File: src/rtl/swin_pkg.sv
package swin_pkg;

   // Fixed BAR layout; the ordering of these starts is what the decoder relies on
   localparam int unsigned A_START   = 'h00;
   localparam int unsigned C_START   = 'h58;
   localparam int unsigned MIR_START = 'h60;
   localparam int unsigned B_START   = 'h80;

   // Base select codes on the configuration write port
   localparam logic [1:0] SEL_A = 2'd0;
   localparam logic [1:0] SEL_C = 2'd1;
   localparam logic [1:0] SEL_B = 2'd2;

   typedef enum logic [2:0] {
      RG_A,
      RG_C,
      RG_MIR,
      RG_B,
      RG_NONE
   } region_e;

   typedef enum logic [1:0] {
      ST_IDLE,
      ST_WAIT,
      ST_RESP
   } xfer_st_e;

endpackage

File: src/rtl/swin_base_regs.sv
module swin_base_regs #(
   parameter int unsigned         IADDR_W   = 32,
   parameter int unsigned         SWB_LOG2  = 16,
   parameter int unsigned         LANE_LOG2 = 2,
   parameter logic [IADDR_W-1:0]  RST_A     = '0,
   parameter logic [IADDR_W-1:0]  RST_C     = '0,
   parameter logic [IADDR_W-1:0]  RST_B     = '0
) (
   input  logic                clk,
   input  logic                rst_n,
   input  logic                cfg_we,
   input  logic [1:0]          cfg_sel,
   input  logic [IADDR_W-1:0]  cfg_wdata,
   output logic [IADDR_W-1:0]  base_a,
   output logic [IADDR_W-1:0]  base_c,
   output logic [IADDR_W-1:0]  base_b
);
   import swin_pkg::*;

   localparam int unsigned NWIN = 3;

   logic [IADDR_W-1:0] base_q [NWIN];

   // One register per window; index 0/1/2 equals the select code A/C/B
   for (genvar gi = 0; gi < NWIN; gi++) begin : g_win
      localparam int unsigned        ZB   = (gi == 2) ? SWB_LOG2 : LANE_LOG2;
      localparam logic [IADDR_W-1:0] KEEP = ~((IADDR_W'(1) << ZB) - IADDR_W'(1));
      localparam logic [IADDR_W-1:0] RSTV = (gi == 0) ? RST_A : ((gi == 1) ? RST_C : RST_B);

      logic [IADDR_W-1:0] q;

      always_ff @(posedge clk or negedge rst_n) begin
         if (!rst_n)
            q <= RSTV & KEEP;
         else if (cfg_we && (cfg_sel == 2'(gi)))
            q <= cfg_wdata & KEEP;
      end

      assign base_q[gi] = q;
   end

   assign base_a = base_q[SEL_A];
   assign base_c = base_q[SEL_C];
   assign base_b = base_q[SEL_B];

endmodule

File: src/rtl/swin_decode.sv
module swin_decode #(
   parameter int unsigned IADDR_W  = 32,
   parameter int unsigned SWB_LOG2 = 16,
   parameter int unsigned OFF_W    = 17
) (
   input  logic [OFF_W-1:0]            off,
   input  logic [IADDR_W-1:0]          base_a,
   input  logic [IADDR_W-1:0]          base_c,
   input  logic [IADDR_W-SWB_LOG2-1:0] base_b_hi,
   output swin_pkg::region_e           region,
   output logic [IADDR_W-1:0]          iaddr,
   output logic [7:0]                  maddr
);
   import swin_pkg::*;

   localparam logic [OFF_W-1:0] C_O   = OFF_W'(C_START);
   localparam logic [OFF_W-1:0] M_O   = OFF_W'(MIR_START);
   localparam logic [OFF_W-1:0] B_O   = OFF_W'(B_START);
   localparam logic [OFF_W:0]   END_O = (OFF_W+1)'(B_START + (1 << SWB_LOG2));

   logic [OFF_W-1:0]    rel_c;
   logic [SWB_LOG2-1:0] rel_b;

   always_comb begin
      rel_c  = off - C_O;
      rel_b  = off[SWB_LOG2-1:0] - SWB_LOG2'(B_START);
      region = RG_NONE;
      iaddr  = '0;
      if (off < C_O) begin
         region = RG_A;
         iaddr  = base_a + IADDR_W'(off);
      end else if (off < M_O) begin
         region = RG_C;
         iaddr  = base_c + IADDR_W'(rel_c);
      end else if (off < B_O) begin
         region = RG_MIR;
      end else if ({1'b0, off} < END_O) begin
         // Base is size-aligned, so the page offset is spliced in, no carry chain
         region = RG_B;
         iaddr  = {base_b_hi, rel_b};
      end
   end

   assign maddr = off[7:0];

endmodule

File: src/rtl/swin_xfer.sv
module swin_xfer #(
   parameter int unsigned IADDR_W = 32,
   parameter int unsigned DATA_W  = 32,
   parameter int unsigned BE_W    = 4
) (
   input  logic                clk,
   input  logic                rst_n,
   input  logic                bar_req,
   input  logic                bar_we,
   input  logic [BE_W-1:0]     bar_be,
   input  logic [DATA_W-1:0]   bar_wdata,
   input  swin_pkg::region_e   region,
   input  logic [IADDR_W-1:0]  iaddr,
   input  logic [7:0]          maddr,
   output logic                bar_busy,
   output logic                bar_done,
   output logic [DATA_W-1:0]   bar_rdata,
   output logic                ib_req,
   output logic                mir_req,
   output logic                x_we,
   output logic [IADDR_W-1:0]  x_addr,
   output logic [7:0]          x_maddr,
   output logic [BE_W-1:0]     x_be,
   output logic [DATA_W-1:0]   x_wdata,
   input  logic                ib_ack,
   input  logic [DATA_W-1:0]   ib_rdata,
   input  logic                mir_ack,
   input  logic [DATA_W-1:0]   mir_rdata
);
   import swin_pkg::*;

   xfer_st_e           st_q;
   logic               to_mir_q;
   logic [DATA_W-1:0]  rdata_q;
   logic               ack_sel;
   logic [DATA_W-1:0]  rdata_sel;

   assign ack_sel   = to_mir_q ? mir_ack : ib_ack;
   assign rdata_sel = to_mir_q ? mir_rdata : ib_rdata;

   always_ff @(posedge clk or negedge rst_n) begin
      if (!rst_n) begin
         st_q     <= ST_IDLE;
         to_mir_q <= 1'b0;
         x_we     <= 1'b0;
         x_addr   <= '0;
         x_maddr  <= '0;
         x_be     <= '0;
         x_wdata  <= '0;
         rdata_q  <= '0;
      end else begin
         unique case (st_q)
            ST_IDLE: begin
               if (bar_req) begin
                  x_we     <= bar_we;
                  x_be     <= bar_be;
                  x_wdata  <= bar_wdata;
                  x_addr   <= iaddr;
                  x_maddr  <= maddr;
                  to_mir_q <= (region == RG_MIR);
                  if (region == RG_NONE) begin
                     rdata_q <= '0;
                     st_q    <= ST_RESP;
                  end else begin
                     st_q    <= ST_WAIT;
                  end
               end
            end
            ST_WAIT: begin
               if (ack_sel) begin
                  if (!x_we)
                     rdata_q <= rdata_sel;
                  st_q <= ST_RESP;
               end
            end
            ST_RESP: st_q <= ST_IDLE;
            default: st_q <= ST_IDLE;
         endcase
      end
   end

   assign ib_req    = (st_q == ST_WAIT) && !to_mir_q;
   assign mir_req   = (st_q == ST_WAIT) &&  to_mir_q;
   assign bar_busy  = (st_q != ST_IDLE);
   assign bar_done  = (st_q == ST_RESP);
   assign bar_rdata = rdata_q;

endmodule

File: src/rtl/swin_bar_decoder.sv
module swin_bar_decoder #(
   parameter int unsigned         IADDR_W  = 32,
   parameter int unsigned         DATA_W   = 32,
   parameter int unsigned         SWB_SIZE = 65536,
   parameter logic [IADDR_W-1:0]  RST_A    = '0,
   parameter logic [IADDR_W-1:0]  RST_C    = '0,
   parameter logic [IADDR_W-1:0]  RST_B    = '0,
   localparam int unsigned        BE_W     = DATA_W / 8,
   localparam int unsigned        OFF_W    = $clog2(swin_pkg::B_START + SWB_SIZE)
) (
   input  logic                clk,
   input  logic                rst_n,
   input  logic                bar_req,
   input  logic                bar_we,
   input  logic [OFF_W-1:0]    bar_off,
   input  logic [BE_W-1:0]     bar_be,
   input  logic [DATA_W-1:0]   bar_wdata,
   output logic                bar_busy,
   output logic                bar_done,
   output logic [DATA_W-1:0]   bar_rdata,
   input  logic                cfg_we,
   input  logic [1:0]          cfg_sel,
   input  logic [IADDR_W-1:0]  cfg_wdata,
   output logic                ib_req,
   output logic                ib_we,
   output logic [IADDR_W-1:0]  ib_addr,
   output logic [BE_W-1:0]     ib_be,
   output logic [DATA_W-1:0]   ib_wdata,
   input  logic                ib_ack,
   input  logic [DATA_W-1:0]   ib_rdata,
   output logic                mir_req,
   output logic                mir_we,
   output logic [7:0]          mir_addr,
   output logic [BE_W-1:0]     mir_be,
   output logic [DATA_W-1:0]   mir_wdata,
   input  logic                mir_ack,
   input  logic [DATA_W-1:0]   mir_rdata
);
   import swin_pkg::*;

   localparam int unsigned SWB_LOG2  = $clog2(SWB_SIZE);
   localparam int unsigned LANE_LOG2 = $clog2(BE_W);

   // Elaboration-time parameter checks
   if ((1 << SWB_LOG2) != SWB_SIZE) begin : g_bad_swb_pow2
      $error("SWB_SIZE must be a power of two");
   end
   if (SWB_LOG2 < 3 || SWB_LOG2 >= IADDR_W) begin : g_bad_swb_range
      $error("SWB_SIZE must be at least 8 bytes and below the internal space");
   end
   if (DATA_W % 8 != 0 || (1 << LANE_LOG2) != BE_W) begin : g_bad_data_w
      $error("DATA_W must be a power-of-two number of bytes");
   end
   if (SWB_LOG2 < LANE_LOG2) begin : g_bad_lanes
      $error("window B must be at least one data word wide");
   end

   logic [IADDR_W-1:0] base_a;
   logic [IADDR_W-1:0] base_c;
   logic [IADDR_W-1:0] base_b;
   region_e            region;
   logic [IADDR_W-1:0] iaddr;
   logic [7:0]         maddr;
   logic               x_we;
   logic [IADDR_W-1:0] x_addr;
   logic [7:0]         x_maddr;
   logic [BE_W-1:0]    x_be;
   logic [DATA_W-1:0]  x_wdata;

   swin_base_regs #(
      .IADDR_W   (IADDR_W),
      .SWB_LOG2  (SWB_LOG2),
      .LANE_LOG2 (LANE_LOG2),
      .RST_A     (RST_A),
      .RST_C     (RST_C),
      .RST_B     (RST_B)
   ) u_bases (
      .clk       (clk),
      .rst_n     (rst_n),
      .cfg_we    (cfg_we),
      .cfg_sel   (cfg_sel),
      .cfg_wdata (cfg_wdata),
      .base_a    (base_a),
      .base_c    (base_c),
      .base_b    (base_b)
   );

   swin_decode #(
      .IADDR_W   (IADDR_W),
      .SWB_LOG2  (SWB_LOG2),
      .OFF_W     (OFF_W)
   ) u_dec (
      .off       (bar_off),
      .base_a    (base_a),
      .base_c    (base_c),
      .base_b_hi (base_b[IADDR_W-1:SWB_LOG2]),
      .region    (region),
      .iaddr     (iaddr),
      .maddr     (maddr)
   );

   swin_xfer #(
      .IADDR_W   (IADDR_W),
      .DATA_W    (DATA_W),
      .BE_W      (BE_W)
   ) u_xfer (
      .clk       (clk),
      .rst_n     (rst_n),
      .bar_req   (bar_req),
      .bar_we    (bar_we),
      .bar_be    (bar_be),
      .bar_wdata (bar_wdata),
      .region    (region),
      .iaddr     (iaddr),
      .maddr     (maddr),
      .bar_busy  (bar_busy),
      .bar_done  (bar_done),
      .bar_rdata (bar_rdata),
      .ib_req    (ib_req),
      .mir_req   (mir_req),
      .x_we      (x_we),
      .x_addr    (x_addr),
      .x_maddr   (x_maddr),
      .x_be      (x_be),
      .x_wdata   (x_wdata),
      .ib_ack    (ib_ack),
      .ib_rdata  (ib_rdata),
      .mir_ack   (mir_ack),
      .mir_rdata (mir_rdata)
   );

   assign ib_we     = x_we;
   assign ib_addr   = x_addr;
   assign ib_be     = x_be;
   assign ib_wdata  = x_wdata;
   assign mir_we    = x_we;
   assign mir_addr  = x_maddr;
   assign mir_be    = x_be;
   assign mir_wdata = x_wdata;

endmodule

File: config.mk
export PLATFORM = sky130hd
export DESIGN_NAME = swin_bar_decoder
export DESIGN_NICKNAME = d
export VERILOG_FILES = /design/src/rtl/swin_pkg.sv /design/src/rtl/swin_base_regs.sv /design/src/rtl/swin_decode.sv /design/src/rtl/swin_xfer.sv /design/src/rtl/swin_bar_decoder.sv
export SDC_FILE = /design/constraint.sdc
export NUM_CORES = 1
export LEC_CHECK = 0
export BUFFER_PORTS_ARGS = -buffer_cell sky130_fd_sc_hd__buf_2
export CAP_MARGIN = 20
export CORE_ASPECT_RATIO = 0.5
export CORE_MARGIN = 4
export CORE_UTILIZATION = 57
export DETAILED_ROUTE_END_ITERATION = 8
export PLACE_DENSITY = 0.91
export SYNTH_ARGS = -nofsm -noshare
export SYNTH_HDL_FRONTEND = slang
export SYNTH_SLANG_ARGS = --single-unit
File: constraint.sdc
create_clock -name clk -period 4.7 [get_ports clk]
set_input_delay 0.235 -clock clk [delete_from_list [all_inputs] [get_ports clk]]
set_output_delay 0.235 -clock clk [all_outputs]
set_load 0.05 [all_outputs]
==> results by group <==
Drt
  – Routed Antenna Nets: 0
  – DRC errors left: 0
  – DR vias: between 9000 and 10000
  – Initial DRC count: 850
  – Wirelength, routed: about 34 mm
  – Routed len/inst: between 20 and 25 um
  – DR vias/cell: between 6 and 7
  – Initial DRT Pass Iterations: 5

Power
  – Peak VDD IR: roughly 0.39 mV
  – Pwr Total: just over 9 mW
  – P_leak: just over 6 nW
  – Pwr per Cell Area: about 720 nW/um^2

Synth
  – Async S/R FF share, synth: 1.00
  – Mean Syn Cell Area: 9.62 sq um
  – Adder-Cell Fraction of Synth Area: 0.0438
  – Compound-gate portion of the synthesized area: 0.175
  – Post-synth EDFFs: 0
  – Area leader, netlist: dfrtp_1
  – Post-synth top cells: dfrtp_1 (188), nand2_1 (181), a21oi_1 (85)
  – Syn Nets: 1298
  – Yosys warnings: 0
  – Post-synthesis xor/xnor area fraction: 0.0486
  – Largest cells by area after synthesis: dfrtp_1 (44%), mux2_2 (8.0%), nand2_1 (6.4%)
  – Yosys cell types: 67
  – Most instantiated library cell after synthesis: dfrtp_1
  – Sequential share of the synthesized area: 0.443
  – Mapped Cells: 1104
  – Multiplexer share of the synthesized area: 0.0833
  – Largest family of logic cells by synthesized area: compound AO/OA/AOI/OAI gates
  – Synth top area share: 0.443
  – Post-synth top flop: dfrtp_1
  – Synth Register Bits: around 190
  – Mapped Area: approximately 11000 sq um
  – Simple-gate share of the synthesized area: 0.149

Clock network
  – CTS buffer count: 17
  – CTS max path bufs: 2
  – Clock Latency Late Sink: roughly 0.43 ns
  – CTS HTree Levels: 4
  – CTS sink count: about 190
  – CTS tree: yes
  – Reg clk slew, reported paths: ~0.07 ns
  – Post-CTS Setup Bufs: 0
  – Root buf cell: clkbuf_16

Global routing
  – Grt ovf: 0
  – Initial antenna violation count: 2
  – Largest net degree at the start of global routing: between 100 and 150
  – GRT Util Overall: 0.312
  – Vias in the first global route: approximately 10000
  – First-pass GRT wire length: 53.2 mm

Floorplan
  – Die Wd: between 200 and 250 um
  – Die ar.: roughly 21000 sq um
  – Initial core utilization: 0.596
  – Placeable core area: ~18000 sq um
  – Ports: ~310
  – Row cnt: 34
  – Die Ht: around 100 um

Timing
  – Final Setup Violations: 0
  – Final Critical Period: about 4 ns
  – Max-slew violations: 0
  – Max Fclk: approximately 250 MHz
  – Slew margin rel.: 0.254
  – Setup Skew: about 0.011 ns
  – Hold slack: 0.00803 ns
  – Final Hold Viols: 0
  – Setup TNS: 0 ns
  – Period utilization: 0.845
  – RSZ-0062 raised after global routing: false
  – Slew @ Worst Pin: around 1.1 ns

Setup path
  – WS Path Type: input pin to flop
  – Worst setup EP type: flop
  – WP data arrival: around 4.3 ns
  – Data required, critical path: about 5.0 ns
  – Crit path max fanout: 7
  – Setup crit start kind: input pin

Final layout
  – Fillers: between 1000 and 1500
  – Layout cells sized above 1: 0.321
  – Final Util: 0.715
  – Sequential cell area: approximately 4700 sq um
  – Non-Filler Instances: between 1500 and 2000
  – Nets: 1555
  – Layout area overhead: 19.9%
  – Area of the multi-input gates: around 5300 sq um

Flow run
  – Max-cap viol count: 0

Place
  – Port bufs: between 300 and 400
  – Placed cells: between 1500 and 2000
  – Placer congestion estimate: about 0.9
  – Hpwl dp: 24.3 mm

Run status
  – Outcome: finished, final reports clean

Hold path
  – Hold Crit Class: input pin to flop
-- cells by family (layout without fill, tap and decap cells) --
logic type               Yosys count  in the layout
AO/OA/AOI/OAI                    274            274
XOR/XNOR                          59             59
adder cells (fa/ha/maj)           36             36
buffers and inverters            111            381
flip-flops                       188            188
multiplexers                      79             79
other                              0              1
AND/OR/NAND/NOR                  357            357
-- path summary, 6_finish.rpt --
path / start / endpoint / slack, ns / depth (start not counted)
max: bar_off[7] / u_xfer.x_addr[28]$_DFFE_PN0P_ / 0.73 / 15
min reg2reg: u_xfer.x_maddr[6]$_DFFE_PN0P_ / u_xfer.x_maddr[6]$_DFFE_PN0P_ / 0.48 / 2
min: bar_be[0] / u_xfer.x_be[0]$_DFFE_PN0P_ / 0.008 / 3
max reg2reg: u_bases.base_a[6]$_DFFE_PN0P_ / u_xfer.x_addr[23]$_DFFE_PN0P_ / 1.32 / 8
min in group asynchronous: rst_n / u_bases.base_c[12]$_DFFE_PN0P_ / 0.44 / 2
max in group asynchronous: rst_n / u_xfer.x_be[3]$_DFFE_PN0P_ / 3.10 / 3
-- power breakdown --
group | switching (mW) | internal, mW
sequential | 0.474 | 2.23
clock | 0.665 | 0.714
combinational | 3.82 | 1.25
total | 4.96 | 4.20
-- layout make-up --
class                           instances  area share
Antenna cell                            1    0.000196
Clock buffer                           21      0.0361
Clock inverter                         11     0.00668
Inverter                               14     0.00412
Multi-Input combinational cell        805       0.418
Sequential cell                       188       0.369
Tap cell                              234      0.0230
Timing Repair Buffer                  335       0.143
-- layer usage --
metal / global-route usage / routed length, um
met5: 0 / 20
met4: 0.141 / 1490
met3: 0.0817 / 3380
met1: 0.398 / 12800
met2: 0.507 / 15900
-- what timing repair did --
action / in CTS / in global routing
hold buffers: 17 / 0
resized for setup: 0 / 0
endpoints found under the hold margin: 127 / 0
-- registers in the layout, summed over array words and instances (netlist names), 2 cells and up --
register,count
u_xfer.st_q,2
u_xfer.x_maddr,8
u_xfer.x_wdata,32
u_bases.base_a,30
u_xfer.x_be,4
u_xfer.bar_rdata,32
u_bases.base_b,16
u_xfer.x_addr,32
u_bases.base_c,30
-- placed cells by master, fill, tap and decap left out, types with 6 or more instances in the layout --
cell type,instances
nor2b_1,7
o21ai_0,38
a22oi_1,36
nand3_1,18
buf_4,12
a211oi_1,17
dfrtp_1,188
a21boi_0,6
nor3_1,11
inv_1,14
ha_1,34
xor2_1,18
dlygate4sd3_1,17
xnor2_1,41
buf_2,304
nand2_1,180
nor2_1,82
a21o_1,10
a31oi_1,9
and3_1,9
a21oi_1,85
mux2_2,75
a2111oi_0,9
nand4_1,6
nand2b_1,8
a221oi_1,15
clkbuf_16,17
-- critical path, stage by stage --
cell and delay (ns):
buf_2 0.13, inv_1 0.16, ha_1 0.25, or3b_2 0.50
nor3_2 0.33, nand3_1 0.16, xnor2_1 0.17, ha_1 0.43
nand3_1 0.16, o22ai_1 0.23, a311oi_1 0.13, a2111oi_0 0.74
xor2_1 0.15, a211oi_1 0.39, nor2_1 0.10
-- metrics by stage --
| step | worst slack [ns] | cell area, sq um |
|---|---|---|
| 2_1_floorplan | 1.06 | 10600 |
| 3_3_place_gp | 0.541 | 12000 |
| 3_5_place_dp | 0.447 | 12000 |
| 4_1_cts | 0.900 | 12700 |
| 5_1_grt | 0.421 | 12700 |
| 6_report | 0.730 | 12700 |
No activity file was read; power rests on OpenSTA's default activity.
